[src/rtl/fma_chk_pkg.sv]
package fma_chk_pkg;

    // Class summary of one floating-point operand.
    typedef struct packed {
        logic sign;
        logic is_zero;
        logic is_inf;
        logic is_nan;
        logic is_snan;
    } fp_class_t;

    // Exact-product properties derived from the multiplicand classes.
    typedef struct packed {
        logic inf;       // exact product is an infinity
        logic neg;       // exact product sign
        logic invalid;   // infinity times zero
        logic any_nan;   // a multiplicand is a NaN
    } prod_info_t;

    // Outputs of the top, gathered for the two-process layout.
    typedef struct packed {
        logic snan;
        logic isi;
        logic any_exc;
        logic neg_en;
    } det_out_t;

endpackage

[src/rtl/fma_operand_class.sv]
module fma_operand_class
    import fma_chk_pkg::*;
#(
    parameter int EXP_W  = 11,
    parameter int FRAC_W = 52,
    localparam int OP_W  = 1 + EXP_W + FRAC_W
) (
    input  logic [OP_W-1:0] opnd,
    output fp_class_t       cls_o
);

    fp_class_t         cls_d;
    logic [EXP_W-1:0]  exp_f;
    logic [FRAC_W-1:0] frac_f;
    logic              exp_ones;
    logic              exp_zero;
    logic              frac_nz;

    always_comb begin
        exp_f    = opnd[OP_W-2 -: EXP_W];
        frac_f   = opnd[FRAC_W-1:0];
        exp_ones = &exp_f;
        exp_zero = ~|exp_f;
        frac_nz  = |frac_f;

        cls_d         = '0;
        cls_d.sign    = opnd[OP_W-1];
        cls_d.is_zero = exp_zero & ~frac_nz;
        cls_d.is_inf  = exp_ones & ~frac_nz;
        cls_d.is_nan  = exp_ones & frac_nz;
        cls_d.is_snan = exp_ones & frac_nz & ~frac_f[FRAC_W-1];


        snan_subset_chk: assert (!cls_d.is_snan || cls_d.is_nan);

        qnan_not_snan_chk: assert (!(cls_d.is_nan && frac_f[FRAC_W-1]) || !cls_d.is_snan);

        class_excl_chk: assert ($onehot0({cls_d.is_zero, cls_d.is_inf, cls_d.is_nan}));
    end

    assign cls_o = cls_d;

endmodule

[src/rtl/fma_product_info.sv]
module fma_product_info
    import fma_chk_pkg::*;
(
    input  fp_class_t  mul_x,
    input  fp_class_t  mul_y,
    output prod_info_t prod_o
);

    prod_info_t prod_d;

    always_comb begin
        prod_d         = '0;
        prod_d.any_nan = mul_x.is_nan | mul_y.is_nan;
        prod_d.inf     = (mul_x.is_inf | mul_y.is_inf)
                       & ~mul_x.is_zero & ~mul_y.is_zero
                       & ~prod_d.any_nan;
        prod_d.neg     = mul_x.sign ^ mul_y.sign;
        prod_d.invalid = (mul_x.is_inf & mul_y.is_zero)
                       | (mul_x.is_zero & mul_y.is_inf);


        prod_inf_src_chk: assert (!prod_d.inf || mul_x.is_inf || mul_y.is_inf);

        prod_zero_block_chk: assert (!(mul_x.is_zero || mul_y.is_zero) || !prod_d.inf);

        prod_excl_chk: assert ($onehot0({prod_d.inf, prod_d.invalid}));
    end

    assign prod_o = prod_d;

endmodule

[src/rtl/fma_sum_check.sv]
module fma_sum_check
    import fma_chk_pkg::*;
(
    input  prod_info_t prod_i,
    input  fp_class_t  addend_i,
    input  logic       sub_sel,
    output logic       isi_o
);

    logic eff_addend_neg;
    logic isi_d;

    always_comb begin
        // subtract flips the addend sign seen by the adder
        eff_addend_neg = addend_i.sign ^ sub_sel;
        isi_d          = prod_i.inf & addend_i.is_inf & (prod_i.neg ^ eff_addend_neg);


        isi_addend_chk: assert (!isi_d || addend_i.is_inf);

        isi_prod_chk: assert (!isi_d || (prod_i.inf && !prod_i.invalid));

        isi_add_sign_chk: assert (!(isi_d && !sub_sel) || (prod_i.neg != addend_i.sign));

        isi_sub_sign_chk: assert (!(isi_d && sub_sel) || (prod_i.neg == addend_i.sign));
    end

    assign isi_o = isi_d;

endmodule

[src/rtl/fma_invalid_detect.sv]
module fma_invalid_detect
    import fma_chk_pkg::*;
#(
    parameter int EXP_W  = 11,
    parameter int FRAC_W = 52,
    localparam int OP_W  = 1 + EXP_W + FRAC_W
) (
    input  logic [OP_W-1:0] op_a,
    input  logic [OP_W-1:0] op_c,
    input  logic [OP_W-1:0] op_b,
    input  logic            sub_sel,
    input  logic            neg_sel,
    output logic            snan_flag,
    output logic            isi_flag,
    output logic            any_exc,
    output logic            neg_en
);

    localparam int N_OPS = 3;
    localparam int IDX_A = 0;
    localparam int IDX_C = 1;
    localparam int IDX_B = 2;

    logic [OP_W-1:0] opnds [N_OPS];
    fp_class_t       cls   [N_OPS];
    prod_info_t      prod;
    logic            isi;
    det_out_t        out_d;
    logic            nan_result;
    logic [N_OPS-1:0] snan_vec;
    logic [N_OPS-1:0] nan_vec;

    assign opnds[IDX_A] = op_a;
    assign opnds[IDX_C] = op_c;
    assign opnds[IDX_B] = op_b;

    for (genvar gi = 0; gi < N_OPS; gi++) begin : g_cls
        fma_operand_class #(
            .EXP_W  (EXP_W),
            .FRAC_W (FRAC_W)
        ) cls_i (
            .opnd  (opnds[gi]),
            .cls_o (cls[gi])
        );
        assign snan_vec[gi] = cls[gi].is_snan;
        assign nan_vec[gi]  = cls[gi].is_nan;
    end

    fma_product_info prod_i (
        .mul_x  (cls[IDX_A]),
        .mul_y  (cls[IDX_C]),
        .prod_o (prod)
    );

    fma_sum_check sum_i (
        .prod_i   (prod),
        .addend_i (cls[IDX_B]),
        .sub_sel  (sub_sel),
        .isi_o    (isi)
    );

    always_comb begin
        nan_result    = (|nan_vec) | prod.invalid | isi;
        out_d         = '0;
        out_d.snan    = |snan_vec;
        out_d.isi     = isi;
        out_d.any_exc = out_d.snan | out_d.isi;
        out_d.neg_en  = neg_sel & ~nan_result;


        neg_nan_chk: assert (!out_d.neg_en || !(|nan_vec));

        neg_sel_chk: assert (neg_sel || !out_d.neg_en);

        exc_cover_chk: assert (!out_d.snan || out_d.any_exc);

        snan_nan_chk: assert (!out_d.snan || (|nan_vec));
    end

    assign snan_flag = out_d.snan;
    assign isi_flag  = out_d.isi;
    assign any_exc   = out_d.any_exc;
    assign neg_en    = out_d.neg_en;

endmodule

[config.mk]
export PLATFORM = sky130hd
export DESIGN_NAME = fma_invalid_detect
export DESIGN_NICKNAME = d
export VERILOG_FILES = /design/src/rtl/fma_chk_pkg.sv /design/src/rtl/fma_operand_class.sv /design/src/rtl/fma_product_info.sv /design/src/rtl/fma_sum_check.sv /design/src/rtl/fma_invalid_detect.sv
export SDC_FILE = /design/constraint.sdc
export NUM_CORES = 1
export LEC_CHECK = 0
export ABC_CLOCK_PERIOD_IN_PS = 1200
export BUFFER_PORTS_ARGS = -buffer_cell sky130_fd_sc_hd__buf_2
export CORE_AREA = 2 2 78 80
export DETAILED_ROUTE_END_ITERATION = 8
export DIE_AREA = 0 0 80 82
export PLACE_DENSITY_LB_ADDON = 0.05
export SLEW_MARGIN = 20
export SYNTH_ARGS = -nofsm -noshare
export SYNTH_HDL_FRONTEND = slang
export SYNTH_SLANG_ARGS = --single-unit
[constraint.sdc]
create_clock -name vclk -period 1.2
set_input_delay 0.06 -clock vclk [all_inputs]
set_output_delay 0.06 -clock vclk [all_outputs]
set_load 0.05 [all_outputs]
# [Yosys cells after proc, flatten, opt, wreduce, memory -nomap -nowiden]
# Cells that the tools add are included.
[word_totals] ff_bits=0 latchBits=0 mem_bits_rw=0 rom_bits=0 output_inout_bits=4 word_cells=50 memories=0
[classes] n_addsub=0 mul=0 div_mod_pow=0 n_lt_le_gt_ge=0 n_eq_ne=0 shifts=0 mux=0 bitwise_logic=38 reduce_logical=12
[op_table] cell="52-bit OR reduction" n=3
[op_table] cell="11-bit AND reduction" n=3
[op_table] cell="11-bit OR reduction" n=2
[op_table] cell="1-bit AND" n=19
[op_table] cell="1-bit NOT" n=10
[op_table] cell="1-bit bitwise OR" n=6
[op_table] cell="3-bit OR reduction" n=2
[op_table] cell="1-bit bitwise XOR" n=3
[op_table] cell="1-bit logical NOT" n=2

# [Depth between registers and ports, before layout]
# Gate-level depths: netlist of the first run.
[depth] depth_word=12 ltp_mapped=6

# [Cells and area by module]
# From an unflattened synthesis of the first run, not the netlist that was laid out.
[unflattened] hier_cells=102 area_unflattened_um2=739.5
[modules_own_cells] module="fma_operand_class" instances=3 cells_each=30 area_each_um2=211.5 seq_area_each_um2=0.0
[modules_own_cells] module="fma_product_info" instances=1 cells_each=5 area_each_um2=42.5 seq_area_each_um2=0.0
[modules_own_cells] module="fma_invalid_detect" instances=1 cells_each=4 area_each_um2=32.5 seq_area_each_um2=0.0
[modules_own_cells] module="fma_sum_check" instances=1 cells_each=3 area_each_um2=30.0 seq_area_each_um2=0.0

# [Worst setup path after synthesis of the first run]
# Ideal clock, no wire load.
[synth_timing] path_kind="input to output" start="in op_a[7]" end="out neg_en" arrival_time_ns=1.957 t_required_ns=1.140 slack_ns=-0.817 cell_stages=6 n_path_buf=0 path_cell_list="nor4_1 -> nand4_1 -> nor4_4 -> nand2b_1 -> o2111ai_2 -> nor4b_2"
[synth_via] elab_chain_cells=12 elab_cells_between_ends=22 cone_classes="bitwise (20); reduce/logical (2)"
[synth_rtl] item="from (decl)" line_no="fma_invalid_detect.sv:8" rtl="input logic [OP_W-1:0] op_a,"
[synth_rtl] item="52-bit OR reduction (*)" line_no="fma_operand_class.sv:24" rtl="frac_nz = |frac_f;"
[synth_rtl] item="1-bit NOT" line_no="fma_operand_class.sv:28, fma_operand_class.sv:29"
[synth_rtl] item="1-bit AND, on equally long branches" line_no="fma_operand_class.sv:29, fma_operand_class.sv:28"
[synth_rtl] item="1-bit bitwise OR or 1-bit NOT (tied branches)" line_no="fma_product_info.sv:14, fma_product_info.sv:15"
[synth_rtl] item="1-bit AND (2 in series)" line_no="fma_product_info.sv:15" rtl="& ~mul_x.is_zero & ~mul_y.is_zero"
[synth_rtl] item="1-bit AND" line_no="fma_product_info.sv:16" rtl="& ~prod_d.any_nan;"
[synth_rtl] item="1-bit AND (2 in series)" line_no="fma_sum_check.sv:16" rtl="isi_d = prod_i.inf & addend_i.is_inf & (prod_i.neg ^ eff_addend_neg);"
[synth_rtl] item="1-bit bitwise OR (*)" line_no="fma_invalid_detect.sv:63" rtl="nan_result = (|nan_vec) | prod.invalid | isi;"
[synth_rtl] item="1-bit NOT (*)" line_no="fma_invalid_detect.sv:68" rtl="out_d.neg_en = neg_sel & ~nan_result;"
[synth_rtl] item="1-bit AND (*)" line_no="fma_invalid_detect.sv:68"
[synth_rtl] item="to (decl)" line_no="fma_invalid_detect.sv:16" rtl="output logic neg_en"
# Every way passes the cells marked *; elsewhere a longest branch is shown, timed or not.

# [Final worst setup path of the first run]
[layout_timing] start="in op_a[50]" end="out neg_en"
# Same word-level chain as after synthesis.

==> metrics.txt, run 1 <==
kind of end point of the critical path output port; area of the mapped netlist 653 sq um; count of input and output buffers 198; starting density of the core 0.114; starting DRC count in detailed routing 19; DRC Markers 0; final number of max-transition violations 0; per-instance average area after synthesis 6.80 sq um; fin crit share 1.50; Max Cap Violations 0; Die Width 80 microns; instance count of the mapped netlist 96; Hold Path Sink neg_en; final hold violations 0; Synth cell types 25; sequential cell count of the final layout 0; number of placed I/O pins 198; met3 Use GR 0.0242; relative area change from synthesis to final layout 231%; post-synthesis simple-gate area fraction 0.868; detailed-router iteration count before antenna repair 4; via count normalized by instance count 4.48; Crit path arrival time 1.75 ns; post-synthesis compound-gate area fraction 0.0862; placed cell count 379; synthesized net count 290; area taken by flip-flops and latches 0 sq um; synthesized-area fraction occupied by xor and xnor cells 0.0402; warning count from the yosys run 0; maximum clock frequency 0.554 GHz; Total Wirelength 4720 microns; cts-stage hold buffer count 0; library cell appearing most often on the critical path nor4_4; Min-Delay Startpoint neg_sel; initial antenna violation count 0; area share of the largest cell type after synthesis 0.374; power per cell area 218 nW/um^2; leakage component of the power 1.03 nW; maximum vdd drop 102 uV; fin crit period 1.81 ns; portion of the post-synthesis area used by sequential elements 0; Hold Path Cell Cnt 4; worst path required time 1.14 ns; first-pass GRT wire length 6500 microns; # clk buffers 0; number of antenna diodes 0; critical-path cell with the highest stage delay nor4_4; slew of the pin with the lowest slew margin 0.376 ns; height of the die 82 microns; worst min-delay path category input pin to output port; die footprint 6560 sq um; cells along the critical path buf_6, nor4_4, nand4_1, nor4_4, buf_4, nand2b_4, o2111ai_4, nor4b_4, buf_12; combined area of the multi-input logic cells 876 sq um; unrepaired setup endpoints after global routing yes; count of buffering cells on the critical path with inverters included 3; dominant combinational cell family by area after synthesis simple AND/OR/NAND/NOR gates; path type of the worst setup path input pin to output port; via count 1,713; Place WS -0.693 ns; run status finished, violations left; Setup WS post-layout -0.605 ns; family of cells with the greatest summed delay on the critical path simple AND/OR/NAND/NOR gates; most utilized layer in the global route result met2; cell taking the most area after synthesis nor4_1; main area contributors after synthesis nor4_1, nand4_1, nor4_2; final setup violating endpoints 4; count of non-filler cells in the finished layout 382; residual antenna-violating net count after detailed routing 0; Placement Rows 28; count of filler cells inserted in the layout 630; worst slew margin relative to its limit 0.748; area of the core 5750 sq um; most common cell in the netlist nor4_1; sum of overflow across all layers after global routing 0; maximum number of pins on one net before global-route repair 4; fraction of layout instances using a drive strength above 1 0.798; biggest fanout along the worst timing path 3; DP HPWL 4280 microns; via count of the first global-routing pass 1,629; Routed WL per cell 12.3 microns; element type at the critical path start input pin; multiplexer share of the synthesized area 0; routability-driven placement congestion ratio 0.703; leading cell types by count after synthesis nor4_1, nand4_1, nand3_1; Final Net Count 503; post-synthesis adder-cell area fraction 0; total track usage 0.121; delay contributed by the slowest stage of the critical path 0.33 ns; met1 Usage GRT 0.107; failing checks setup timing; Global Route met2 Usage 0.280
[area by class of cell]
cell class                 count  area share
tap                           75      0.0434
timing repair buffer         211       0.550
inverter                       1     0.00174
multi-input combinational     95       0.405
[cells by family after synthesis]
| kind of cell | count (synthesis) |
|---|---|
| compound gates | 7 |
| simple gates | 85 |
| xor+xnor | 3 |
| buf+inv | 1 |
[what timing repair did]
| action | 4_1_cts | 5_1_grt |
|---|---|---|
| setup buffers | 4 | 0 |
| setup endpoints to repair | 4 | 4 |
| gates resized for setup | 20 | 21 |
| pin swaps | 13 | 17 |
| gates cloned | 0 | 0 |
[worst max path at each step]
| stage | startpoint | endpoint | slack [ns] | depth (start not counted) |
|---|---|---|---|---|
| final | op_a[50] | neg_en | -0.61 | 9 |
| after global routing | op_a[1] | neg_en | -0.71 | 9 |
| after CTS | op_b[9] | any_exc | -0.62 | 9 |
| after detailed placement | op_c[8] | neg_en | -0.69 | 8 |
| after global placement | op_a[8] | neg_en | -0.70 | 10 |
| after floorplan | op_c[8] | neg_en | -0.52 | 6 |
[per-layer routing]
| layer | up-vias | share of wire |
|---|---|---|
| li1 | 860 | - |
| met4 | 0 | 0.015 |
| met5 | - | 0 |
| met1 | 730 | 0.28 |
| met3 | 6 | 0.12 |
| met2 | 117 | 0.58 |
[through the flow]
step	area, sq um	hold slack (ns)	util	setup TNS [ns]	power [mW]
after detailed placement	1900	0.486	0.330	-2.38	0.423
after floorplan	723	0.253	-	-1.33	0.0632
final	2160	0.486	0.377	-2.05	0.472
after global routing	2160	0.496	0.377	-2.52	0.518
after CTS	2040	0.491	0.355	-2.09	0.443
after global placement	1900	0.489	0.330	-2.44	0.417
[power breakdown]
| group | leakage, nW | internal, mW | switching (mW) |
|---|---|---|---|
| registers | 0 | 0 | 0 |
| logic | 1.03 | 0.300 | 0.172 |
| clock network | 0 | 0 | 0 |
| total | 1.03 | 0.300 | 0.172 |
[tightest hold or removal path: cells and delay by family]
family,cells,cell delay [ns]
buffers and inverters,2,0.25
and+or+nand+nor,2,0.11
[placed cells by master (no fill, tap or decap)]
cell       count
and4_1         1
nand2_2        1
a21oi_2        1
buf_4         11
o21ai_2        1
xnor2_1        2
nand4b_1       1
nor2b_2        1
nor4_4         7
buf_8          1
nand2_1        5
buf_6         13
nor3_1         4
nand4_1       13
buf_2        185
inv_1          1
nor4_2        15
nor3b_1        1
nor4b_4        1
o221ai_4       1
nand2b_4       2
a21oi_1        1
nand3_1        6
o2bb2ai_2      1
nor2_1         2
nor2_4         1
o22a_1         1
buf_12         1
o2111ai_4      1
xor2_1         1
nor4_1        23
nor3_2         1
Note: power is estimated with default switching activity, not from simulation.
==> inputs of run 2 (changes only) <==
BUFFER_PORTS_ARGS = -buffer_cell sky130_fd_sc_hd__buf_4   (was -buffer_cell sky130_fd_sc_hd__buf_2)
==> metrics.txt, run 2 (synthesis results as in run 1) <==
run status finished, violations left; failing checks setup timing; critical path startpoint op_c[29]; power per cell area 248 nW/um^2 (+14%); post-place instance area 2380 sq um (+25%); # clk buffers 0 (unchanged); maximum vdd drop 127 uV (+24%); Min-Delay Startpoint neg_sel; area of the core 5750 sq um (unchanged); delay contributed by the slowest stage of the critical path 0.24 ns (-0.09 ns); routability-driven placement congestion ratio 0.699 (-0.53%); number of antenna diodes 0 (unchanged); sum of overflow across all layers after global routing 0 (unchanged); worst min-delay path category input pin to output port; Setup WS post-layout -0.508 ns (+0.0969 ns); number of placed I/O pins 198 (unchanged); count of non-filler cells in the finished layout 380 (-0.52%); via count 1,753 (+2.3%); slew of the pin with the lowest slew margin 0.314 ns (-0.0623 ns); biggest fanout along the worst timing path 4 (+1); height of the die 82 microns (unchanged); residual antenna-violating net count after detailed routing 0 (unchanged); sequential group share of total power 0 (unchanged); Placement Rows 28 (unchanged); DP HPWL 4690 microns (+9.8%); library cell appearing most often on the critical path buf_6; first-pass GRT wire length 7470 microns (+15%); net switching power of the design 0.203 mW (+18%); die footprint 6560 sq um (unchanged); unrepaired setup endpoints after global routing yes; final setup violating endpoints 4 (unchanged); final number of max-transition violations 0 (unchanged); area taken by flip-flops and latches 0 sq um (unchanged); fin crit period 1.71 ns (-0.0969 ns); Total Wirelength 5340 microns (+13%); final core area utilization 0.482 (+0.106); Routed WL per cell 14.1 microns (+14%); placed cell count 379 (unchanged); starting density of the core 0.114 (unchanged); sequential cell count of the final layout 0 (unchanged); detailed-router iteration count before antenna repair 4 (unchanged); worst path required time 1.14 ns (about the same); via count normalized by instance count 4.61 (+2.9%); starting DRC count in detailed routing 15 (-4); element type at the critical path start input pin; cells along the critical path buf_4, nor4_2, nand3_1, nor3_2, nand4b_1, buf_6, o2111ai_4, nor4b_4, buf_6; maximum clock frequency 0.585 GHz (+5.7%); DRC Markers 0 (unchanged); cell internal power dissipation 0.483 mW (+61%); maximum number of pins on one net before global-route repair 5 (+1); total track usage 0.140 (+0.0191); Max Cap Violations 0 (unchanged); relative area change from synthesis to final layout 324%; final hold violations 0 (unchanged); most common cell after layout, fill and taps aside buf_4; switching share of total power 0.296 (-0.0683); Die Width 80 microns (unchanged); initial antenna violation count 0 (unchanged); Tot Pwr 0.687 mW (+45%); cts-stage hold buffer count 0 (unchanged); Final Net Count 501 (-0.40%); via count of the first global-routing pass 1,759 (+8.0%); Crit path arrival time 1.65 ns (-0.10 ns); fraction of layout instances using a drive strength above 1 0.830 (+0.0315); leakage component of the power 1.21 nW (+17%); worst slew margin relative to its limit 0.789 (+0.0415); critical-path cell with the highest stage delay nor4_2; count of input and output buffers 198 (unchanged); fin crit share 1.42 (-0.0807); Non-Filler Cell Area, Final 2770 sq um (+28%); kind of end point of the critical path output port; combinational share of power 1.000 (about the same); path type of the worst setup path input pin to output port; clock network fraction of total power 0 (unchanged); leading cell types in the layout, fill and taps excluded buf_4, buf_6, nor4_1, nor4_2, nor4_4
## run 2: worst paths after layout
kind                     end  slack, ns  depth (start not counted)
worst min-delay path  neg_en       0.49                          4
worst max-delay path  neg_en      -0.51                          9
## run 2: power groups by stage
| stage | Sequential [mW] | Combinational, mW | Clock, mW |
|---|---|---|---|
| 2_1_floorplan | 0 | 0.0632 | 0 |
| 3_3_place_gp | 0 | 0.588 | 0 |
| 3_5_place_dp | 0 | 0.596 | 0 |
| 4_1_cts | 0 | 0.653 | 0 |
| 5_1_grt | 0 | 0.734 | 0 |
| 6_report | 0 | 0.687 | 0 |
## run 2: layer usage
metal,GRT usage,routed length (microns),share of wire
met3,0.0319,654,0.12
met1,0.136,1510,0.28
met4,0.0169,60,0.011
met2,0.303,3120,0.58
met5,0,0,0
## run 2: cell type report
| class | instances | area, sq um |
|---|---|---|
| fillers | 579 | 2970 |
| well taps | 75 | 93.8 |
| inverters | 1 | 3.75 |
| repair buffers | 209 | 1660 |
| multi-input cells | 95 | 1010 |
## run 2: through the flow
step | setup WS, ns | hold WS [ns] | TNS (ns)
after floorplan | -0.516 | 0.253 | -1.33
after detailed placement | -0.662 | 0.525 | -2.47
after CTS | -0.543 | 0.491 | -1.90
after global routing | -0.630 | 0.501 | -2.29
final | -0.508 | 0.488 | -1.83
after global placement | -0.644 | 0.527 | -2.35
## run 2: worst max-delay path: cells and delay by family
family	cells	cell delay (ns)
buf+inv	3	0.47
simple gates	5	0.93
compound gates	1	0.19
## run 2: timing repair
item | 4_1_cts | 5_1_grt
resized for setup | 40 | 26
endpoints found under the setup margin | 4 | 4
setup buffers | 2 | 0
pin swaps | 16 | 17
hold endpoints to repair | 0 | 0
==> inputs of run 3 (changes only) <==
CELL_PAD_IN_SITES_DETAIL_PLACEMENT = 1   (was not set)
CELL_PAD_IN_SITES_GLOBAL_PLACEMENT = 1   (was not set)
CORE_AREA = not set   (was 2 2 78 80)
CORE_UTILIZATION = 10   (was not set)
DIE_AREA = not set   (was 0 0 80 82)
==> metrics.txt, run 3 (synthesis results as in run 1) <==
worst slew margin relative to its limit 0.777 (-0.0119); count of filler cells inserted in the layout 760 (+31%); combined area of the multi-input logic cells 926 sq um (-8.8%); number of placed I/O pins 198 (unchanged); fin crit period 1.71 ns (+0.00377 ns); count of input and output buffers 198 (unchanged); fin crit share 1.43 (+0.00314); final number of max-transition violations 0 (unchanged); critical-path cell with the highest stage delay nor4b_4; total track usage 0.154 (+0.0136); initial antenna violation count 0 (unchanged); library cell appearing most often on the critical path buf_4; Setup WS post-layout -0.512 ns (-0.00377 ns); power per cell area 250 nW/um^2 (+1.1%); starting DRC count in detailed routing 22 (+7); Total Wirelength 5560 microns (+4.0%); cells along the critical path buf_4, nor4_2, nand2_1, nor3_1, nand4b_1, buf_4, o2bb2ai_2, nor4b_4, buf_6; area of the core 6310 sq um (+9.9%); Placement Rows 29 (+3.6%); Non-Filler Cell Area, Final 2640 sq um (-4.9%); detailed-router iteration count before antenna repair 4 (unchanged); height of the die 82.8 microns (+0.99%); relative area change from synthesis to final layout 304%; maximum number of pins on one net before global-route repair 5 (unchanged); Tot Pwr 0.660 mW (-3.8%); via count normalized by instance count 4.61 (-0.17%); worst min-delay path category input pin to output port; Max Cap Violations 0 (unchanged); routability-driven placement congestion ratio 0.757 (+8.3%); net switching power of the design 0.191 mW (-5.9%); delay contributed by the slowest stage of the critical path 0.29 ns (+0.05 ns); unrepaired setup endpoints after global routing yes; final setup violating endpoints 4 (unchanged); worst path required time 1.14 ns (about the same); switching share of total power 0.290 (-0.00649); first-pass GRT wire length 8850 microns (+18%); biggest fanout along the worst timing path 4 (unchanged); residual antenna-violating net count after detailed routing 0 (unchanged); failing checks setup timing; Crit path arrival time 1.65 ns (about the same); area taken by flip-flops and latches 0 sq um (unchanged); die footprint 6860 sq um (+4.5%); run status finished, violations left; leakage component of the power 1.17 nW (-3.3%); final hold violations 0 (unchanged); maximum clock frequency 0.584 GHz (-0.22%); # clk buffers 0 (unchanged); post-place instance area 2370 sq um (-0.21%); via count 1,750 (-0.17%); DRC Markers 0 (unchanged); starting density of the core 0.103 (-0.0102); path type of the worst setup path input pin to output port; number of antenna diodes 0 (unchanged); cell internal power dissipation 0.469 mW (-2.9%); worst hold slack 0.487 ns (-0.00161 ns); fraction of layout instances using a drive strength above 1 0.809 (-0.0209); element type at the critical path start input pin; slew of the pin with the lowest slew margin 0.331 ns (+0.0177 ns); DP HPWL 5090 microns (+8.3%); sequential cell count of the final layout 0 (unchanged); Routed WL per cell 14.6 microns (+4.0%); maximum vdd drop 121 uV (-4.4%); sum of overflow across all layers after global routing 0 (unchanged); via count of the first global-routing pass 1,939 (+10%); sequential group share of total power 0 (unchanged); final core area utilization 0.418 (-0.0648); Final Net Count 499 (-0.40%); combinational share of power 1.000 (about the same); kind of end point of the critical path output port; most common cell after layout, fill and taps aside buf_4; leading cell types in the layout, fill and taps excluded buf_4, nor4_1, buf_6, nor4_2, nand4_1; Die Width 82.8 microns (+3.5%); clock network fraction of total power 0 (unchanged)
-- run 3: repair_timing --
item | in CTS | in global routing
endpoints found under the setup margin | 4 | 4
pin swaps | 15 | 5
hold buffers | 0 | 0
resized for setup | 32 | 13
buffers inserted | 0 | 0
-- run 3: metrics by stage --
| step | TNS [ns] | worst slack (ns) | cells |
|---|---|---|---|
| 6_report | -1.88 | -0.512 | 380 |
| 3_3_place_gp | -2.53 | -0.683 | 380 |
| 4_1_cts | -1.99 | -0.537 | 380 |
| 2_1_floorplan | -1.33 | -0.516 | 96 |
| 3_5_place_dp | -2.52 | -0.682 | 380 |
| 5_1_grt | -2.41 | -0.630 | 380 |
-- run 3: critical path, delay by kind of cell --
family	cells	cell delay [ns]
buffers and inverters	3	0.48
AND/OR/NAND/NOR	5	0.95
AO/OA/AOI/OAI	1	0.17
-- run 3: routing by layer --
metal  wire length [microns]  part of all wire  GRT usage
met5                       0                 0          0
met4                     103             0.019     0.0235
met3                     586              0.11     0.0417
met2                    3120              0.56      0.313
met1                    1740              0.31      0.155
-- run 3: power by group through the flow --
stage	clock (mW)	sequential [mW]	combinational [mW]
6_report	0	0	0.660
5_1_grt	0	0	0.712
4_1_cts	0	0	0.642
3_5_place_dp	0	0	0.592
3_3_place_gp	0	0	0.580
2_1_floorplan	0	0	0.0632
-- run 3: layout make-up --
type / instances / share of cell area
inverters: 1 / 0.00142
multi-input cells: 95 / 0.351
repair buffers: 207 / 0.611
well taps: 77 / 0.0365
-- run 3: final timing paths --
kind                 start      to  slack, ns  cells past startpoint
setup / recovery  op_c[46]  neg_en      -0.51                      9
hold / removal     neg_sel  neg_en       0.49                      4
